[src/rtl/irqv_pkg.sv]
package irqv_pkg;

  localparam int XW        = 32;
  localparam int LOWEST_W  = 5;
  localparam int CAUSE_W   = 6;
  localparam int STD_SLOTS = 16;
  localparam int STD_IDX_W = $clog2(STD_SLOTS);

  // Standard bit positions inside the pending / enable words
  localparam int BIT_SW  = 3;
  localparam int BIT_TMR = 7;
  localparam int BIT_EXT = 11;

  localparam logic [XW-1:0] IE_WMASK   = 32'h0000_0888;
  localparam logic [XW-1:0] CTRL_WMASK = 32'h0000_0001;

  localparam logic [11:0] A_IE        = 12'h304;
  localparam logic [11:0] A_IP        = 12'h344;
  localparam logic [11:0] A_CTRL      = 12'hbc8;
  localparam logic [11:0] A_LINE_EN   = 12'hbe8;
  localparam logic [11:0] A_LINE_PEND = 12'hfe8;
  localparam logic [11:0] A_LOWEST    = 12'hfec;

  typedef enum logic [1:0] {
    CSR_RD  = 2'd0,
    CSR_WR  = 2'd1,
    CSR_SET = 2'd2,
    CSR_CLR = 2'd3
  } csr_op_e;

  // Apply one CSR operation, keeping non-writable bits at their old value
  function automatic logic [XW-1:0] csr_apply(csr_op_e op, logic [XW-1:0] prev,
                                              logic [XW-1:0] data, logic [XW-1:0] mask);
    logic [XW-1:0] nv;
    case (op)
      CSR_SET: nv = prev | data;
      CSR_CLR: nv = prev & ~data;
      default: nv = data;
    endcase
    return (nv & mask) | (prev & ~mask);
  endfunction

endpackage

[src/rtl/irqv_sync.sv]
module irqv_sync #(
  parameter int W = 1
) (
  input  logic         clk,
  input  logic         rst_n,
  input  logic [W-1:0] d,
  output logic [W-1:0] q
);
  always_ff @(posedge clk or negedge rst_n) begin
    if (!rst_n) q <= '0;
    else        q <= d;
  end
endmodule

[src/rtl/irqv_prio.sv]
// Lowest-index-wins priority encoder
module irqv_prio #(
  parameter int W  = 16,
  parameter int IW = 4
) (
  input  logic [W-1:0]  req,
  output logic [IW-1:0] idx,
  output logic          any
);
  always_comb begin
    idx = '0;
    for (int i = W - 1; i >= 0; i--) begin
      if (req[i]) idx = IW'(i);
    end
  end
  assign any = |req;
endmodule

[src/rtl/irqv_regs.sv]
module irqv_regs
  import irqv_pkg::*;
#(
  parameter int NUM_IRQ = 32
) (
  input  logic               clk,
  input  logic               rst_n,
  input  logic               wr_ok,
  input  csr_op_e            op,
  input  logic [11:0]        addr,
  input  logic [XW-1:0]      wdata,
  output logic [XW-1:0]      ie_word,
  output logic [NUM_IRQ-1:0] line_en,
  output logic               ctrl_bit
);
  localparam logic [XW-1:0] LEN_MASK = 32'hFFFF_FFFF >> (XW - NUM_IRQ);

  logic [XW-1:0]      len32;
  logic [XW-1:0]      ctrl32;
  logic [XW-1:0]      ie_nxt;
  logic [XW-1:0]      len_nxt;
  logic [XW-1:0]      ctrl_nxt;
  logic               ie_ce, len_ce, ctrl_ce;

  always_comb begin
    len32 = '0;
    len32[NUM_IRQ-1:0] = line_en;
    ctrl32 = '0;
    ctrl32[0] = ctrl_bit;
  end

  // Next-state and clock enables
  always_comb begin
    ie_ce    = wr_ok && (addr == A_IE);
    len_ce   = wr_ok && (addr == A_LINE_EN);
    ctrl_ce  = wr_ok && (addr == A_CTRL);
    ie_nxt   = csr_apply(op, ie_word, wdata, IE_WMASK);
    len_nxt  = csr_apply(op, len32,   wdata, LEN_MASK);
    ctrl_nxt = csr_apply(op, ctrl32,  wdata, CTRL_WMASK);
  end

  always_ff @(posedge clk or negedge rst_n) begin
    if (!rst_n) begin
      ie_word  <= '0;
      line_en  <= '1;
      ctrl_bit <= 1'b0;
    end else begin
      if (ie_ce)   ie_word  <= ie_nxt;
      if (len_ce)  line_en  <= len_nxt[NUM_IRQ-1:0];
      if (ctrl_ce) ctrl_bit <= ctrl_nxt[0];
    end
  end
endmodule

[src/rtl/irq_vec_unit.sv]
module irq_vec_unit
  import irqv_pkg::*;
#(
  parameter int NUM_IRQ = 32
) (
  input  logic               clk,
  input  logic               rst_n,
  input  logic [NUM_IRQ-1:0] irq_ext,
  input  logic               irq_sw,
  input  logic               irq_tmr,
  input  logic               glob_ie,
  input  logic [31:0]        vec_base,
  input  logic               hold_off,
  input  logic               csr_en,
  input  logic [1:0]         csr_op,
  input  logic [11:0]        csr_addr,
  input  logic [31:0]        csr_wdata,
  output logic [31:0]        csr_rdata,
  output logic               csr_illegal,
  output logic               trap_req,
  output logic [31:0]        trap_target,
  output logic [5:0]         trap_cause
);
  logic [NUM_IRQ-1:0]   line_pend;
  logic [NUM_IRQ-1:0]   line_en;
  logic [1:0]           std_q;
  logic [XW-1:0]        ie_word;
  logic                 ctrl_bit;
  logic [NUM_IRQ-1:0]   ext_hot;
  logic                 ext_pend;
  logic [LOWEST_W-1:0]  lowest;
  logic                 ext_any_unused;
  logic [XW-1:0]        pend_word;
  logic [STD_SLOTS-1:0] std_cand;
  logic [STD_IDX_W-1:0] std_idx;
  logic                 std_any;
  logic                 std_active, ext_active;
  logic [CAUSE_W-1:0]   slot;
  csr_op_e              op;
  logic                 hit, ro, wr_ok;
  logic [XW-1:0]        rd_val;

  assign op = csr_op_e'(csr_op);

  irqv_sync #(.W(NUM_IRQ)) u_ext_sync (
    .clk(clk), .rst_n(rst_n), .d(irq_ext), .q(line_pend)
  );

  irqv_sync #(.W(2)) u_std_sync (
    .clk(clk), .rst_n(rst_n), .d({irq_tmr, irq_sw}), .q(std_q)
  );

  irqv_regs #(.NUM_IRQ(NUM_IRQ)) u_regs (
    .clk(clk), .rst_n(rst_n), .wr_ok(wr_ok), .op(op), .addr(csr_addr),
    .wdata(csr_wdata), .ie_word(ie_word), .line_en(line_en), .ctrl_bit(ctrl_bit)
  );

  assign ext_hot  = line_pend & line_en;
  assign ext_pend = |ext_hot;

  irqv_prio #(.W(NUM_IRQ), .IW(LOWEST_W)) u_ext_prio (
    .req(ext_hot), .idx(lowest), .any(ext_any_unused)
  );

  always_comb begin
    pend_word          = '0;
    pend_word[BIT_SW]  = std_q[0];
    pend_word[BIT_TMR] = std_q[1];
    pend_word[BIT_EXT] = ext_pend;
  end

  // Standard candidates; in per-line mode the aggregate external bit leaves the set
  always_comb begin
    std_cand = pend_word[STD_SLOTS-1:0] & ie_word[STD_SLOTS-1:0];
    if (ctrl_bit) std_cand[BIT_EXT] = 1'b0;
  end

  irqv_prio #(.W(STD_SLOTS), .IW(STD_IDX_W)) u_std_prio (
    .req(std_cand), .idx(std_idx), .any(std_any)
  );

  assign std_active = glob_ie && std_any;
  assign ext_active = glob_ie && ext_pend && ie_word[BIT_EXT];

  always_comb begin
    if (!vec_base[0])    slot = '0;
    else if (std_active) slot = CAUSE_W'(std_idx);
    else                 slot = CAUSE_W'(STD_SLOTS) + CAUSE_W'(lowest);
  end

  assign trap_req    = !hold_off && (std_active || ext_active);
  assign trap_cause  = slot;
  assign trap_target = (vec_base & 32'hFFFF_FFFC) + {24'h0, slot, 2'b00};

  // CSR decode and read mux
  always_comb begin
    hit    = 1'b1;
    ro     = 1'b0;
    rd_val = '0;
    case (csr_addr)
      A_IE:      rd_val = ie_word;
      A_IP:      rd_val = pend_word;
      A_CTRL:    rd_val[0] = ctrl_bit;
      A_LINE_EN: rd_val[NUM_IRQ-1:0] = line_en;
      A_LINE_PEND: begin
        ro = 1'b1;
        rd_val[NUM_IRQ-1:0] = line_pend;
      end
      A_LOWEST: begin
        ro = 1'b1;
        rd_val[LOWEST_W-1:0] = lowest;
      end
      default: hit = 1'b0;
    endcase
  end

  assign csr_illegal = csr_en && (!hit || (ro && op != CSR_RD));
  assign wr_ok       = csr_en && (op != CSR_RD) && !csr_illegal;
  assign csr_rdata   = rd_val;

endmodule

[config.mk]
export PLATFORM = sky130hd
export DESIGN_NAME = irq_vec_unit
export DESIGN_NICKNAME = d
export VERILOG_FILES = /design/src/rtl/irqv_pkg.sv /design/src/rtl/irqv_sync.sv /design/src/rtl/irqv_prio.sv /design/src/rtl/irqv_regs.sv /design/src/rtl/irq_vec_unit.sv
export SDC_FILE = /design/constraint.sdc
export NUM_CORES = 1
export LEC_CHECK = 0
export ABC_AREA = 1
export BUFFER_PORTS_ARGS = -buffer_cell sky130_fd_sc_hd__buf_2
export CORE_ASPECT_RATIO = 1.75
export CORE_MARGIN = 3
export CORE_UTILIZATION = 35
export CTS_CLUSTER_SIZE = 28
export DETAILED_ROUTE_END_ITERATION = 8
export HOLD_SLACK_MARGIN = 0.12
export PLACE_DENSITY = 0.72
export SLEW_MARGIN = 30
export SYNTH_ARGS = -nofsm -noshare
export SYNTH_HDL_FRONTEND = slang
export SYNTH_SLANG_ARGS = --single-unit
[constraint.sdc]
create_clock -name clk -period 5.9 [get_ports clk]
set_input_delay 0.59 -clock clk [delete_from_list [all_inputs] [get_ports clk]]
set_output_delay 0.59 -clock clk [all_outputs]
set_load 0.05 [all_outputs]
# After elaboration in Yosys (flattened, before gate mapping)
# Index checks and enable logic that the tools add are counted.
# totals
in_bits,117
word_cells,105
reg_bits,99
# op_classes
add_sub_neg,2
bitwise,10
mux,59
reduce_logical,21
eq_ne,8
# op_table
operator,count
$mux W5,32
$pmux W27 S4,1
$and A32 B32 Y32,2
$mux W4,16
$pmux W32 S2,1
$eq A12 B12 Y1 const B,4
$add A32 B8 Y32,1
$not A32 Y32,1
$or A12 B32 Y32,1
$or A32 B32 Y32,1
$reduce_or A32 Y1,1
$eq A12 B10 Y1 const B,2
$pmux W12 S2,1
$pmux W4 S5,1
$and A12 B16 Y16,1
$reduce_or A16 Y1,1
$and A12 B12 Y12,1
$mux W6,2
$or A12 B12 Y12,1
$logic_and A1 B1 Y1,11
$add A5 B5 Y6 const A,1
$reduce_or A6 Y1,1
$pmux W1 S5,1
$eq A2 B2 Y1 const B,2
other kinds (8),13

# Longest topological paths before layout
# Gate-level depths: netlist (run 1).
# depth
word_depth,37
depth_mapped,51
depth_no_buf,51

# By module
# Synthesis (run 1) repeated with hierarchy kept, for this count alone.
# hier_totals
cells_unflattened,1167
hier_area_um2,6799.0
# modules_own_cells
module,seq_area_each_um2,area_per_inst_um2,instances,cells_each
irqv_regs,940.9,2811.4,1,444
irq_vec_unit,0.0,2457.4,1,533
irqv_sync (u_ext_sync),800.8,800.8,1,32
irqv_prio (u_ext_prio),0.0,470.5,1,107
irqv_prio (u_std_prio),0.0,209.0,1,49
irqv_sync (u_std_sync),50.0,50.0,1,2

# Worst setup path before layout (run 1)
# OpenSTA, ideal clock, no wires.
# synth_path
kind,reg2out
from,reg u_regs.line_en[31]
to,out trap_target[30]
required_ns,5.310
path_stages_with_launch,52
slack_ns,-0.385
arrival_time_ns,5.695
path_cell_list,dfstp_2 -> nand2_1 -> inv_1 -> nand2_1 -> nand2_1 -> nand2_1 -> nand2_1 -> nand2_1 -> nand2_1 -> nand2_1 -> nand2_1 -> nand2_1 -> nand2_1 -> nand2_1 -> nand2_1 -> nand2_1 -> nand2_1 -> nand2_1 -> [16 not listed] -> a21oi_1 -> ha_1 -> fa_1 -> a21oi_1 -> nor2_1 -> nor2_1 -> o21ai_2 -> nand3_2 -> nor2_4 -> nand3_2 -> nand3b_4 -> nor3_4 -> nand3_2 -> nor2_4 -> nand3_4 -> nor4_4 -> nand2_1 -> xnor2_1
# synth_via
elab_chain_len,37
elab_cells_between_ends,54
# synth_lines
item,line,source
start: declaration,irqv_regs.sv:13,"output logic [NUM_IRQ-1:0] line_en,"
start signal: assignment,irqv_regs.sv:49,if (len_ce) line_en <= len_nxt[NUM_IRQ-1:0];
$and A32 B32 Y32 (*),irq_vec_unit.sv:58,assign ext_hot = line_pend & line_en;
$mux W5 (32 in a row),irqv_prio.sv:13,if (req[i]) idx = IW'(i);
$add A5 B5 Y6,irq_vec_unit.sv:88,else slot = CAUSE_W'(STD_SLOTS) + CAUSE_W'(lowest);
$mux W6 (*),irq_vec_unit.sv:87,else if (std_active) slot = CAUSE_W'(std_idx);
$mux W6 (*),irq_vec_unit.sv:86,if (!vec_base[0]) slot = '0;
net trap_cause[0],irq_vec_unit.sv:22,output logic [5:0] trap_cause
$add A32 B8 Y32 (*),irq_vec_unit.sv:93,"assign trap_target = (vec_base & 32'hFFFF_FFFC) + {24'h0, slot, 2'b00};"
end: declaration,irq_vec_unit.sv:21,"output logic [31:0] trap_target,"
# Mark *: on every way through the listed nets, which the timed path passes. The rest lies on a longest branch.

# Final worst setup path (run 1)
# layout_path
from,reg u_regs.line_en[31]
to,out trap_target[30]
# layout_via
elab_chain_len,37
elab_cells_between_ends,54
# layout_lines
item,line
$and A32 B32 Y32 (*),irq_vec_unit.sv:58
$mux W5 (32 in a row),irqv_prio.sv:13
$add A5 B5 Y6,irq_vec_unit.sv:88
$mux W6 (*),irq_vec_unit.sv:87
$mux W6 (*),irq_vec_unit.sv:86
$add A32 B8 Y32 (*),irq_vec_unit.sv:93
# Every way passes the cells marked *; elsewhere a longest branch is shown, timed or not.

==> flow_summary.json, run 1 <==
{
  "power.leakage_nw": 3.015,
  "synth-xor-area-share_pct": 5.286,
  "cp_slowest_stage_delay_ns": 0.55,
  "overflow": 0,
  "drive_above_1_share_pct": 43.44,
  "cp.arrival_ns": 5.21,
  "fin_ws_ns": 0.1014,
  "final_common_cell": "buf_2",
  "drv_slew": 0,
  "reg2regPathDepth": 3,
  "setup_tns_ns": 0,
  "switching_share_pct": 26.23,
  "fmax_mhz": 172.5,
  "row_count": 53,
  "hold_class": "primary input to flop",
  "cts.sinks": 70,
  "wl_met2_mm": 7.791,
  "first_pass_iters": 4,
  "rr_endpoint": "u_regs.ie_word[7]",
  "highest_layer": "met4",
  "final_cells": 875,
  "numPortBuffers": 185,
  "synth_compound_area_share_pct": 21.55,
  "antenna_found_initial": 1,
  "cts_max_level": 3,
  "vias": 4403,
  "area_growth_pct": 39.73,
  "fill_cells": 1143,
  "routabilityCongestion": 0.8435,
  "wl_per_cell_um": 16.00,
  "coreArea_um2": 12000,
  "synth-seq-area-share_pct": 41.59,
  "hold_viol_final": 0,
  "period_minus_slack_ns": 5.799,
  "outcome": "finished, final reports clean",
  "synth_warnings": 0,
  "rsz0062_at_grt": "true",
  "utilization_pct": 50.15,
  "min-delay-start": "irq_ext[31]",
  "p_int_mw": 1.031,
  "cts_root_buffer": "clkbuf_16",
  "nets": 828,
  "drc": 0,
  "wl_mm": 14.00,
  "hold_path_depth": 1,
  "wl_met3_um": 773,
  "synth-main-ff-cell": "dfrtp_1",
  "first_global_vias": 4416,
  "required_ns": 5.31,
  "syn_inst": 506,
  "async_reset_ff_share_pct": 100.0,
  "clk_pin_slew_ns": 0.06,
  "pwr-share-comb_pct": 16.7,
  "synth_cell_types": 47,
  "p_per_area_nw_per_um2": 232.2,
  "slowest_stage": "dfstp_2",
  "fin_crit_sh_pct": 98.28,
  "viasPerCell": 5.032,
  "synth-adder-area-share_pct": 2.207,
  "grt_usage_pct": 19.80,
  "dieHeight_um": 152.8,
  "cts_buffers": 9,
  "dpl_cell_area_um2": 5411,
  "crit-reg2reg-launch": "u_regs.ie_word[7]",
  "pwr-share-seq_pct": 35.8,
  "dieArea_um2": 13730,
  "pre_cts_ws_ns": 0.2745,
  "p_clk_share_pct": 47.6,
  "synth_edf_count": 0,
  "cp_max_fo": 3,
  "hpwl_mm": 10.53,
  "grt_pass1_wl_mm": 21.55,
  "max_cap_violations": 0,
  "crit_type": "flop to primary output",
  "setup_viol": 0,
  "clock_latency_ns": 0.32,
  "peakVddDrop_mv": 0.2435,
  "dp.cells": 842,
  "holdPathEnd": "u_ext_sync.q[31]",
  "yosys.area_share.simple_pct": 23.38,
  "grt_max_degree": 71,
  "clockBufferDepth": 2,
  "cts_hold_buf": 0,
  "p_sw_mw": 0.3667,
  "io_pins": 189,
  "tightest_slew_ns": 0.8828,
  "critPathCaptureType": "primary output",
  "worstSetupStartpoint": "u_regs.line_en[31]",
  "drt_iter0_markers": 133,
  "die_w_um": 89.87,
  "drtAntennaViolNets": 0,
  "start_util_pct": 35.89,
  "crit_top_cell": "nand2_1",
  "slew_headroom_pct": 41.14,
  "start_kind": "flop",
  "ys_ff_latch": 70,
  "syn_avg_cell_area_um2": 8.514,
  "final_cell_mix": "174 x buf_2, 128 x nand2_1, 43 x a32o_1",
  "netlist_area_um2": 4308,
  "yosys-mux-area-fraction_pct": 0,
  "tritoncts": "done",
  "skew_ns": 0,
  "synth_top_family_by_area": "simple AND/OR/NAND/NOR gates",
  "regToRegSetupSlack_ns": 5.04,
  "final_area_um2": 6020,
  "m1WireLength_mm": 4.965
}
==> cell families (layout without fill, tap and decap cells) <==
family / after synthesis / in the layout
AND/OR/NAND/NOR: 214 / 214
adder cells (fa/ha/maj): 7 / 7
flip-flops: 70 / 70
buffers and inverters: 62 / 264
other: 1 / 3
XOR/XNOR: 26 / 26
AO/OA/AOI/OAI: 126 / 126
==> area by class of cell <==
type	count	area [um2]	area share (%)
Multi-Input combinational cell	375	2360	39.20
Sequential cell	70	1792	29.77
Timing Repair Buffer	206	1130	18.77
Clock buffer	10	239.0	3.970
Tap cell	165	206.4	3.430
Inverter	42	157.7	2.619
Clock inverter	6	132.6	2.203
Antenna cell	1	2.502	0.04157
==> cells in the mapped netlist (5+ instances only) <==
| cell | count | area [um2] |
|---|---|---|
| nand3_1 | 8 | 40.04 |
| dfstp_2 | 32 | 840.8 |
| inv_1 | 39 | 146.4 |
| buf_4 | 5 | 37.54 |
| nor2_1 | 37 | 138.9 |
| o22ai_1 | 7 | 43.79 |
| xnor2_1 | 10 | 87.58 |
| o21ai_0 | 23 | 115.1 |
| nor3_1 | 7 | 35.03 |
| xor2_1 | 16 | 140.1 |
| nand2_1 | 132 | 495.5 |
| a21oi_1 | 22 | 110.1 |
| clkbuf_1 | 13 | 48.80 |
| dfrtp_1 | 38 | 950.9 |
| a32o_1 | 43 | 430.4 |
| o21ai_1 | 7 | 35.03 |
| ha_1 | 6 | 75.07 |
==> routing by layer <==
metal / GRT usage (%) / vias up
met5: 0 / -
met4: 9.715 / 0
met3: 3.903 / 21
met2: 38.25 / 171
met1: 19.83 / 2052
li1: - / 2159
==> registers in the layout (all words and copies together), names as in the netlist <==
signal           count
u_regs.line_en      32
u_ext_sync.q        32
u_regs.ctrl_bit      1
u_regs.ie_word       3
u_std_sync.q         2
==> critical path: cells and delay by family, from the launching register on <==
| kind | cells | cell delay, ns |
|---|---|---|
| buffers and inverters | 2 | 0.22 |
| xor gates and xnor gates | 1 | 0.15 |
| adders and majority gates | 2 | 0.44 |
| and+or+nand+nor | 44 | 3.10 |
| AOI/OAI and AO/OA | 3 | 0.38 |
| DFF | 1 | 0.55 |
==> power groups by stage <==
| stage | sequential (mW) | combinational, mW | clock, mW |
|---|---|---|---|
| after detailed placement | 0.507 | 0.221 | 0 |
| after floorplan | 0.506 | 0.132 | 0 |
| final | 0.500 | 0.233 | 0.665 |
| after CTS | 0.500 | 0.222 | 0.678 |
| after global placement | 0.507 | 0.219 | 0 |
| after global routing | 0.501 | 0.251 | 0.701 |
==> worst max path at each step <==
stage	endpoint	slack, ns	cells past startpoint
after floorplan	trap_target[28]	0.06	50
after global placement	trap_target[27]	0.29	51
after detailed placement	trap_target[27]	0.27	51
after CTS	trap_target[30]	-0.003	52
after global routing	trap_target[31]	-0.47	52
final	trap_target[30]	0.10	52
==> what timing repair did <==
| action | 4_1_cts | 5_1_grt |
|---|---|---|
| buffers inserted | 2 | 14 |
| gates resized for setup | 4 | 38 |
| setup endpoints to repair | 4 | 11 |
| pin swaps | 3 | 5 |
==> stage by stage <==
| stage | hold WS, ns | power (mW) |
|---|---|---|
| detailed placement | 0.4982 | 0.7282 |
| global placement | 0.4873 | 0.7266 |
| global route | 0.3517 | 1.453 |
| finish | 0.3636 | 1.398 |
| CTS | 0.3519 | 1.400 |
| floorplan | 0.2944 | 0.6381 |
Power figures use the tool's default switching activity.
==> inputs of run 2 (changes only) <==
--- a/config.mk
+++ b/config.mk
@@ -7,13 +7,15 @@
 export LEC_CHECK = 0
 export ABC_AREA = 1
 export BUFFER_PORTS_ARGS = -buffer_cell sky130_fd_sc_hd__buf_2
+export CELL_PAD_IN_SITES_DETAIL_PLACEMENT = 0
+export CELL_PAD_IN_SITES_GLOBAL_PLACEMENT = 1
 export CORE_ASPECT_RATIO = 1.75
 export CORE_MARGIN = 3
-export CORE_UTILIZATION = 35
+export CORE_UTILIZATION = 34
 export CTS_CLUSTER_SIZE = 28
 export DETAILED_ROUTE_END_ITERATION = 8
 export HOLD_SLACK_MARGIN = 0.12
-export PLACE_DENSITY = 0.72
+export PLACE_DENSITY = 0.9
 export SLEW_MARGIN = 30
 export SYNTH_ARGS = -nofsm -noshare
 export SYNTH_HDL_FRONTEND = slang
==> run 2 against run 1 <==
Against the previous run:
- fmax decreased by 0.55%
- non-clock buffer count rose by 4
- critical path depth increased by 1
- utilization is 0.96 points lower
- via count is 3.3% higher
- cell area decreased by 0.29%
- sequential cell count is the same
- largest power group unchanged
- clock skew is the same
- worst setup slack worse by 0.032 ns
- critical path type unchanged
- clock-buffer cell count up 2
- worst hold slack got worse by 0.0076 ns
- sequential share of layout area up 0.087 points
- critical endpoint unchanged
==> flow_summary.json, run 2 (synthesized netlist as in run 1, its figures left out) <==
{
  "outcome": "finished, final reports clean",
  "grt_pass1_wl_mm": 22.37,
  "period_minus_slack_ns": 5.831,
  "final_cell_mix": "173 x buf_2, 129 x nand2_1, 43 x a32o_1",
  "reg2regPathDepth": 3,
  "biggestRegsByFlops": "u_ext_sync.q x32, u_regs.line_en x32, u_regs.ie_word x3",
  "max_cap_violations": 0,
  "fmax_mhz": 171.5,
  "overflow": 0,
  "cts_max_level": 3,
  "numPortBuffers": 185,
  "cts_buffers": 9,
  "required_ns": 5.31,
  "first_pass_iters": 5,
  "tightest_slew_ns": 0.8433,
  "utilization_pct": 49.19,
  "drtAntennaViolNets": 0,
  "p_per_area_nw_per_um2": 218.4,
  "hold_class": "primary input to async pin",
  "start_kind": "flop",
  "cts_hold_buf": 0,
  "fill_cells": 1226,
  "row_count": 53,
  "area_growth_pct": 39.33,
  "clock_latency_ns": 0.32,
  "drv_slew": 0,
  "p_total_mw": 1.311,
  "fin_crit_sh_pct": 98.83,
  "drc": 0,
  "crit_type": "flop to primary output",
  "cts_root_buffer": "clkbuf_16",
  "start_util_pct": 35.31,
  "regToRegSetupSlack_ns": 5.04,
  "wl_mm": 14.53,
  "fin_ws_ns": 0.06913,
  "die_w_um": 91.09,
  "wl_per_cell_um": 16.53,
  "cp.arrival_ns": 5.24,
  "clk_pin_slew_ns": 0.06,
  "drt_iter0_markers": 190,
  "grt_usage_pct": 20.01,
  "slew_headroom_pct": 43.72,
  "first_global_vias": 4629,
  "cts.sinks": 70,
  "antenna_found_initial": 1,
  "coreArea_um2": 12200,
  "rr_endpoint": "u_regs.ie_word[11]",
  "skew_ns": 0,
  "dieHeight_um": 154.9,
  "clockBufferDepth": 2,
  "nets": 832,
  "peakVddDrop_mv": 0.1593,
  "pre_cts_ws_ns": 0.2486,
  "final_common_cell": "buf_2",
  "power.leakage_nw": 3.022,
  "grt_max_degree": 71,
  "viasPerCell": 5.176,
  "tritoncts": "done",
  "hold_viol_final": 0,
  "io_pins": 189,
  "critPathCaptureType": "primary output",
  "cp_slowest_stage_delay_ns": 0.55,
  "slowest_stage": "dfstp_2",
  "hpwl_mm": 11.03,
  "rsz0062_at_grt": "true",
  "vias": 4550,
  "cp_max_fo": 3,
  "setup_viol": 0,
  "crit_top_cell": "nand2_1",
  "routabilityCongestion": 0.8346,
  "drive_above_1_share_pct": 42.78,
  "dieArea_um2": 14110,
  "crit-reg2reg-launch": "u_regs.ie_word[11]"
}
[run 2: what timing repair did]
item                                    in CTS  in global routing
setup buffers                                1                 17
gates resized for setup                      6                 33
pin swaps                                    1                 10
endpoints found under the setup margin       5                 12
[run 2: metrics by stage]
stage	area (um2)	TNS [ns]	hold WS, ns	cells
after detailed placement	5409	0	0.4919	842
final	6002	0	0.3560	879
after floorplan	4328	0	0.2944	507
after CTS	5749	-0.04150	0.3483	859
after global placement	5409	0	0.4844	842
after global routing	6002	-4.063	0.3478	879
[run 2: worst max-delay path by stage]
stage	cells past startpoint	to	slack [ns]	start
final	53	trap_target[30]	0.07	u_regs.line_en[31]
after global routing	51	trap_target[31]	-0.52	u_regs.line_en[31]
after CTS	52	trap_target[30]	-0.04	u_regs.line_en[31]
after detailed placement	52	trap_target[30]	0.25	u_regs.line_en[31]
after global placement	52	trap_target[30]	0.35	u_regs.line_en[31]
after floorplan	50	trap_target[28]	0.06	u_regs.line_en[31]
[run 2: power by group]
group	leakage (nW)	internal, mW	switching [mW]
Clock	0.157	0.380	0.195
Sequential	0.762	0.493	0.00666
Combinational	2.10	0.0724	0.163
[run 2: final cells by class]
cell class,instances,area [um2],share of cell area (%)
clock inverter,4,70.07,1.167
antenna,1,2.502,0.04169
tap,165,206.4,3.440
multi-input combinational,375,2341,39.00
clock buffer,12,246.5,4.107
inverter,42,157.7,2.627
sequential,70,1792,29.85
timing repair buffer,210,1186,19.76
[run 2: worst max-delay path, delay by kind of cell, from the launching register on]
family          cells  cell delay [ns]
compound gates      3             0.40
xor+xnor            1             0.15
buf+inv             3             0.34
fa+ha+maj           2             0.40
simple gates       44             3.07
flops               1             0.55
[run 2: metal layers]
layer | up-vias | GRT usage, % | wire, um
li1 | 2170 | - | -
met1 | 2128 | 18.91 | 5038
met2 | 222 | 40.06 | 8273
met3 | 30 | 4.644 | 894
met4 | 0 | 8.345 | 323
met5 | - | 0 | 0
